===== src/rtl/cmtu_timer.sv =====
module cmtu_timer #(
  parameter int         NCH     = 2,
  parameter logic [7:0] FA_ADDR = 8'h00,
  parameter logic [7:0] FB_ADDR = 8'h01,
  parameter logic [7:0] FO_ADDR = 8'h02,
  parameter logic [7:0] CH_BASE = 8'h08
) (
  input  logic           clk,
  input  logic           rst_n,
  input  logic [7:0]     addr,
  input  logic [7:0]     wdata,
  input  logic           wr,
  input  logic           tick,
  output logic [7:0]     rdata,
  output logic [NCH-1:0] irq_a,
  output logic [NCH-1:0] irq_b,
  output logic [NCH-1:0] irq_ovf
);
  localparam int EN = 2;

  logic [NCH-1:0][15:0] cnt_q, ga_q, gb_q, nxt_cnt;
  logic [NCH-1:0][7:0]  mode_q, arm_q;
  logic [NCH-1:0]       run_q, nxt_run, hit_a, hit_b, hit_o, win;
  logic [NCH-1:0]       fa_flg, fb_flg, fo_flg, fa_en, fb_en, fo_en;

  always_comb begin
    for (int n = 0; n < NCH; n++) begin
      win[n]     = (addr[7:3] == CH_BASE[7:3] + 5'(n));
      nxt_cnt[n] = cnt_q[n];
      nxt_run[n] = run_q[n];
      hit_a[n]   = 1'b0;
      hit_b[n]   = 1'b0;
      hit_o[n]   = 1'b0;
      if (tick && run_q[n]) begin
        nxt_cnt[n] = cnt_q[n] + 16'd1;
        if (arm_q[n][1:0] != 2'b00 && nxt_cnt[n] == ga_q[n]) begin
          hit_a[n] = 1'b1;
          if (mode_q[n][6:5] == 2'b01) nxt_cnt[n] = 16'd0;
          else                         nxt_run[n] = 1'b0;
        end
        if (arm_q[n][5:4] != 2'b00 && nxt_cnt[n] == gb_q[n]) begin
          hit_b[n] = 1'b1;
          if (mode_q[n][6:5] == 2'b10) nxt_cnt[n] = 16'd0;
          else                         nxt_run[n] = 1'b0;
        end
        if (arm_q[n][1:0] == 2'b00 && arm_q[n][5:4] == 2'b00 && nxt_cnt[n] == 16'd0)
          hit_o[n] = 1'b1;
      end
    end
  end

  always_ff @(posedge clk or negedge rst_n) begin
    if (!rst_n) begin
      cnt_q  <= '0;
      ga_q   <= '0;
      gb_q   <= '0;
      mode_q <= '0;
      arm_q  <= '0;
      run_q  <= '1;
    end else begin
      for (int n = 0; n < NCH; n++) begin
        cnt_q[n] <= nxt_cnt[n];
        run_q[n] <= nxt_run[n];
        if (wr && win[n]) begin
          case (addr[2:0])
            3'd0: begin mode_q[n] <= wdata; run_q[n] <= 1'b1; end
            3'd1: arm_q[n]        <= wdata;
            3'd2: cnt_q[n][15:8]  <= wdata;
            3'd3: cnt_q[n][7:0]   <= wdata;
            3'd4: ga_q[n][15:8]   <= wdata;
            3'd5: ga_q[n][7:0]    <= wdata;
            3'd6: gb_q[n][15:8]   <= wdata;
            default: gb_q[n][7:0] <= wdata;
          endcase
        end
      end
    end
  end

  always_ff @(posedge clk or negedge rst_n) begin
    if (!rst_n) begin
      fa_flg <= '0; fb_flg <= '0; fo_flg <= '0;
      fa_en  <= '0; fb_en  <= '0; fo_en  <= '0;
    end else begin
      fa_flg <= ((wr && addr == FA_ADDR) ? (fa_flg & wdata[NCH-1:0]) : fa_flg) | hit_a;
      fb_flg <= ((wr && addr == FB_ADDR) ? (fb_flg & wdata[NCH-1:0]) : fb_flg) | hit_b;
      fo_flg <= ((wr && addr == FO_ADDR) ? (fo_flg & wdata[NCH-1:0]) : fo_flg) | hit_o;
      if (wr && addr == FA_ADDR) fa_en <= wdata[EN +: NCH];
      if (wr && addr == FB_ADDR) fb_en <= wdata[EN +: NCH];
      if (wr && addr == FO_ADDR) fo_en <= wdata[EN +: NCH];
    end
  end

  assign irq_a   = fa_flg & fa_en;
  assign irq_b   = fb_flg & fb_en;
  assign irq_ovf = fo_flg & fo_en;

  always_comb begin
    rdata = '0;
    if (addr == FA_ADDR) begin rdata[NCH-1:0] = fa_flg; rdata[EN +: NCH] = fa_en; end
    if (addr == FB_ADDR) begin rdata[NCH-1:0] = fb_flg; rdata[EN +: NCH] = fb_en; end
    if (addr == FO_ADDR) begin rdata[NCH-1:0] = fo_flg; rdata[EN +: NCH] = fo_en; end
    for (int n = 0; n < NCH; n++) begin
      if (win[n]) begin
        case (addr[2:0])
          3'd0: rdata = mode_q[n];
          3'd1: rdata = arm_q[n];
          3'd2: rdata = cnt_q[n][15:8];
          3'd3: rdata = cnt_q[n][7:0];
          3'd4: rdata = ga_q[n][15:8];
          3'd5: rdata = ga_q[n][7:0];
          3'd6: rdata = gb_q[n][15:8];
          default: rdata = gb_q[n][7:0];
        endcase
      end
    end
  end
endmodule


===== config.mk =====
export PLATFORM = sky130hd
export DESIGN_NAME = cmtu_timer
export DESIGN_NICKNAME = d
export VERILOG_FILES = /design/src/rtl/cmtu_timer.sv
export SDC_FILE = /design/constraint.sdc
export NUM_CORES = 1
export LEC_CHECK = 0
export BUFFER_PORTS_ARGS = -buffer_cell sky130_fd_sc_hd__buf_4
export CAP_MARGIN = 20
export CORE_ASPECT_RATIO = 1.2
export CORE_UTILIZATION = 35
export CTS_CLUSTER_SIZE = 16
export DETAILED_ROUTE_END_ITERATION = 7
export GPL_TIMING_DRIVEN = 0
export PLACE_DENSITY = 0.5
export SETUP_SLACK_MARGIN = 0.05
export SLEW_MARGIN = 20
export SYNTH_ARGS = -nofsm -noshare
export SYNTH_HDL_FRONTEND = slang
export SYNTH_SLANG_ARGS = --single-unit

===== constraint.sdc =====
create_clock -name clk -period 5.4 [get_ports clk]
set_input_delay 1.08 -clock clk [delete_from_list [all_inputs] [get_ports clk]]
set_output_delay 1.08 -clock clk [all_outputs]
set_load 0.02 [all_outputs]

==> metrics.txt <==
# TYPE chip_impl_metric gauge
chip_impl_metric{name="drt_wl_total",unit="um"} 39270
chip_impl_metric{name="groute.layer.met3.usage",unit="%"} 3.322
chip_impl_metric{name="ff2ff_path_depth",unit=""} 13
chip_impl_metric{name="cp_max_fo",unit=""} 10
chip_impl_metric{name="ys_ff_latch",unit=""} 142
chip_impl_metric{name="preCtsSetupSlack",unit="ps"} -186.0
chip_impl_metric{name="antenna_cells_inserted",unit=""} 0
chip_impl_metric{name="number_of_global_route_vias_before_repair",unit=""} 8594
chip_impl_metric{name="synth_async_sr_flop_share",unit="%"} 100.0
chip_impl_metric{name="part_of_the_power_in_the_clock_network",unit="%"} 34.3
chip_impl_metric{name="dr_total_vias",unit=""} 8978
chip_impl_metric{name="routabilityCongestion",unit=""} 0.9285
chip_impl_metric{name="clk_transition_reported_paths",unit="ps"} 70
chip_impl_metric{name="drv.max_cap_violation_count",unit=""} 0
chip_impl_metric{name="timing_hold_violations_final",unit=""} 0
chip_impl_metric{name="fp.dieH",unit="um"} 184.9
chip_impl_metric{name="seq_area_frac_synth",unit="%"} 36.45
chip_impl_info{name="endpoint_kind",value="output port"} 1
chip_impl_metric{name="synth_warnings",unit=""} 0
chip_impl_metric{name="power_per_cell_area",unit="mW/mm^2"} 320.5
chip_impl_metric{name="final_skew",unit="ps"} 12.86
chip_impl_metric{name="combPwrFrac",unit="%"} 29.8
chip_impl_metric{name="wire_length_of_the_first_global_routing_pass",unit="um"} 58490
chip_impl_info{name="worst_setup_path_start_kind",value="input port"} 1
chip_impl_metric{name="drive_above_1_share",unit="%"} 21.83
chip_impl_metric{name="synth-edff-count",unit=""} 0
chip_impl_metric{name="via_per_inst",unit=""} 6.217
chip_impl_metric{name="design.portCount",unit=""} 34
chip_impl_metric{name="power.share.switching",unit="%"} 37.87
chip_impl_metric{name="num-nets-final",unit=""} 1113
chip_impl_metric{name="p_sw",unit="W"} 0.001342
chip_impl_metric{name="ys_types",unit=""} 81
chip_impl_metric{name="fp.coreArea",unit="sq mm"} 0.02725
chip_impl_metric{name="drt_pre_antenna_iters",unit=""} 5
chip_impl_metric{name="dpl.hpwl",unit="um"} 29180
chip_impl_metric{name="route.antenna.remaining_nets",unit=""} 0
chip_impl_info{name="startpoint_of_the_worst_register_to_register_path",value="cnt_q[1]"} 1
chip_impl_info{name="synthTopCellsByArea",value="sky130_fd_sc_hd__dfrtp_1 36%, sky130_fd_sc_hd__mux2_2 13%, sky130_fd_sc_hd__nand2_1 3.3%, sky130_fd_sc_hd__o21ai_0 3.1%, sky130_fd_sc_hd__nor2_1 3.0%"} 1
chip_impl_metric{name="p_leak",unit="nW"} 4.572
chip_impl_metric{name="drc_errors",unit=""} 0
chip_impl_metric{name="synth_area_per_cell",unit="sq um"} 9.362
chip_impl_metric{name="worst_pin_slew",unit="ps"} 1073
chip_impl_metric{name="grt_use_met1",unit="%"} 34.29
chip_impl_metric{name="mappedNetlistArea",unit="sq mm"} 0.009756
chip_impl_info{name="run_status",value="complete, no violations"} 1
chip_impl_metric{name="die_w",unit="um"} 154.4
chip_impl_metric{name="cts.sinks",unit=""} 142
chip_impl_info{name="reg2reg_to",value="fo_flg[0]"} 1
chip_impl_info{name="grt_busiest_layer",value="met2"} 1
chip_impl_metric{name="synth_largest_type_area_fraction",unit="%"} 35.91
chip_impl_metric{name="buffer_ports.inserted",unit=""} 26
chip_impl_metric{name="max_slew_margin",unit="%"} 28.49
chip_impl_metric{name="slew_viol_final",unit=""} 0
chip_impl_metric{name="finalSetupViolations",unit=""} 0
chip_impl_info{name="ys_dominant_reg_cell",value="sky130_fd_sc_hd__dfrtp_1"} 1
chip_impl_metric{name="whs_path_depth",unit=""} 2
chip_impl_metric{name="critical_path_required",unit="ps"} 4320
chip_impl_metric{name="worst_skew_pair.late_latency",unit="ps"} 430
chip_impl_metric{name="clock_tree.htree_level_count",unit=""} 4
chip_impl_metric{name="final_critical_path_setup_slack",unit="ps"} 381.9
chip_impl_metric{name="synth.net_count",unit=""} 1064
chip_impl_metric{name="seqPwrFrac",unit="%"} 35.9
chip_impl_metric{name="post-route-min-period",unit="ps"} 5018
chip_impl_metric{name="cellInternalPower",unit="W"} 0.002202
chip_impl_metric{name="global_route.usage.total",unit="%"} 28.40
chip_impl_metric{name="r2r_setup_slack",unit="ps"} 400
chip_impl_info{name="synth_area_leader_cell",value="sky130_fd_sc_hd__dfrtp_1"} 1
chip_impl_info{name="worstHoldPathType",value="flip-flop to flip-flop"} 1
chip_impl_metric{name="rows",unit=""} 66
chip_impl_info{name="tritoncts_clock_tree",value="done"} 1
chip_impl_metric{name="grt_overflow_total",unit=""} 0
chip_impl_metric{name="vdd_drop_max",unit="V"} 0.0001612
chip_impl_metric{name="drt_first_iter_violations",unit=""} 784
chip_impl_info{name="cts.root.buffer_cell",value="sky130_fd_sc_hd__clkbuf_16"} 1
chip_impl_info{name="unrepaired_setup_endpoints_after_global_routing",value="false"} 1
chip_impl_info{name="min_delay_worst_endpoint",value="run_q[0]"} 1
chip_impl_metric{name="area_growth",unit="%"} 13.36
chip_impl_info{name="timing.hold.worst.start",value="run_q[0]"} 1
chip_impl_metric{name="avgRoutedWirePerCell",unit="um"} 27.19
chip_impl_metric{name="floorplan.initialDensity",unit="%"} 35.80
chip_impl_metric{name="tritoncts.num_buffers",unit=""} 17
chip_impl_metric{name="whs",unit="ps"} 473.9
chip_impl_metric{name="antenna_violations_before_repair",unit=""} 0
chip_impl_metric{name="syn_inst",unit=""} 1042
chip_impl_metric{name="fmax",unit="MHz"} 199.3
chip_impl_info{name="worstSetupPathType",value="input port to output port"} 1
chip_impl_metric{name="worst_ep_arrival_time",unit="ps"} 3940
chip_impl_metric{name="grt_max_degree",unit=""} 89
chip_impl_metric{name="cts_buffer_depth",unit=""} 2
chip_impl_metric{name="global_route.usage.met2",unit="%"} 49.12
chip_impl_metric{name="layout_worst_path_cycle_share",unit="%"} 92.93
chip_impl_metric{name="fp.dieArea",unit="sq mm"} 0.02855
[Yosys cell counts, types with 14 or more instances]
master,n
sky130_fd_sc_hd__a21oi_1,37
sky130_fd_sc_hd__buf_2,14
sky130_fd_sc_hd__nor3_1,21
sky130_fd_sc_hd__dfrtp_1,140
sky130_fd_sc_hd__nand4_1,18
sky130_fd_sc_hd__nor2_1,79
sky130_fd_sc_hd__inv_1,14
sky130_fd_sc_hd__xnor2_1,30
sky130_fd_sc_hd__clkbuf_1,44
sky130_fd_sc_hd__and2_1,14
sky130_fd_sc_hd__nand2_1,85
sky130_fd_sc_hd__a221oi_1,16
sky130_fd_sc_hd__nor4_1,18
sky130_fd_sc_hd__xor2_1,29
sky130_fd_sc_hd__o21ai_0,60
sky130_fd_sc_hd__mux2_2,115
sky130_fd_sc_hd__nand3_1,35
sky130_fd_sc_hd__a31oi_1,24
[worst max-delay path by stage]
stage                  start        end  slack (ps)  cells past startpoint
floorplan            addr[0]   rdata[3]        1160                      8
detailed placement  cnt_q[1]  fo_flg[0]        -190                     13
finish               addr[0]   rdata[1]         380                      9
CTS                 cnt_q[1]  fo_flg[0]         130                     13
global route        cnt_q[1]   cnt_q[8]         120                     14
global placement    cnt_q[1]  fo_flg[0]        -280                     13
[metal layers]
metal | vias up | wire [um]
li1 | 3987 | -
met1 | 4498 | 15870
met2 | 391 | 19340
met3 | 102 | 1885
met4 | 0 | 2176
met5 | - | 0
[power groups by stage]
stage | Clock [W] | Sequential [W] | Combinational [W]
2_1_floorplan | 0 | 0.00123 | 0.000729
3_3_place_gp | 0 | 0.00129 | 0.00103
3_5_place_dp | 0 | 0.00129 | 0.00103
4_1_cts | 0.00123 | 0.00127 | 0.00103
5_1_grt | 0.00128 | 0.00128 | 0.00113
6_report | 0.00122 | 0.00127 | 0.00106
[sequential cells by signal, indices dropped and copies added, names as in the netlist]
signal  flops
ga_q       32
mode_q     16
fo_flg      2
fb_flg      2
fb_en       2
fo_en       2
gb_q       32
fa_en       2
cnt_q      32
run_q       2
fa_flg      2
arm_q      16
[critical path, cell delays in order]
cell and delay, ps:
sky130_fd_sc_hd__clkbuf_2 280, sky130_fd_sc_hd__buf_2 380, sky130_fd_sc_hd__clkbuf_1 490, sky130_fd_sc_hd__buf_1 530, sky130_fd_sc_hd__o22ai_1 180, sky130_fd_sc_hd__a211oi_1 560
sky130_fd_sc_hd__a21oi_1 80, sky130_fd_sc_hd__o21ai_0 150, sky130_fd_sc_hd__buf_4 200
[cell type report]
| type | instances | area (sq um) |
|---|---|---|
| fillers | 2766 | 16190 |
| repair buffers | 30 | 254.0 |
| plain buffers | 78 | 337.8 |
| well taps | 340 | 425.4 |
| inverters | 14 | 52.55 |
| clock inverters | 15 | 161.4 |
| multi-input cells | 808 | 5847 |
| clock buffers | 17 | 425.4 |
| flip-flops and latches | 142 | 3556 |
[layout by cell type (no fill, tap or decap), types with 19 or more instances in the layout]
master                     instances
sky130_fd_sc_hd__xor2_1           29
sky130_fd_sc_hd__nand3_1          35
sky130_fd_sc_hd__xnor2_1          30
sky130_fd_sc_hd__nor2_1           79
sky130_fd_sc_hd__nor3_1           19
sky130_fd_sc_hd__a21oi_1          37
sky130_fd_sc_hd__nand2_1          85
sky130_fd_sc_hd__mux2_2          115
sky130_fd_sc_hd__buf_4            30
sky130_fd_sc_hd__a31oi_1          24
sky130_fd_sc_hd__clkbuf_1         43
sky130_fd_sc_hd__o21ai_0          59
sky130_fd_sc_hd__dfrtp_1         140
[stage by stage]
step	utilization, %	instances	cell area, sq um	power, W	TNS (ps)
floorplan	-	1042	9756	0.001961	0
global placement	38.08	1408	10380	0.002312	-411.9
detailed placement	38.32	1411	10440	0.002316	-274.2
CTS	40.53	1443	11050	0.003532	0
global route	40.58	1444	11060	0.003688	0
finish	40.58	1444	11060	0.003545	0
[timing repair]
action / in CTS / in global routing
gates cloned: 0 / 0
gates resized for setup: 3 / 4
hold buffers: 0 / 0
endpoints found under the setup margin: 4 / 19
buffers inserted: 0 / 1
pin swaps: 0 / 1
endpoints found under the hold margin: 0 / 0
[logic make-up after synthesis]
logic type	after synthesis	share of synthesized area, %
adder cells (fa/ha/maj)	2	0.2565
AO/OA/AOI/OAI	241	16.75
XOR/XNOR	64	6.490
buffers and inverters	92	3.976
multiplexers	134	15.92
AND/OR/NAND/NOR	367	20.16
flip-flops	142	36.45
Power figures use the tool's default switching activity.
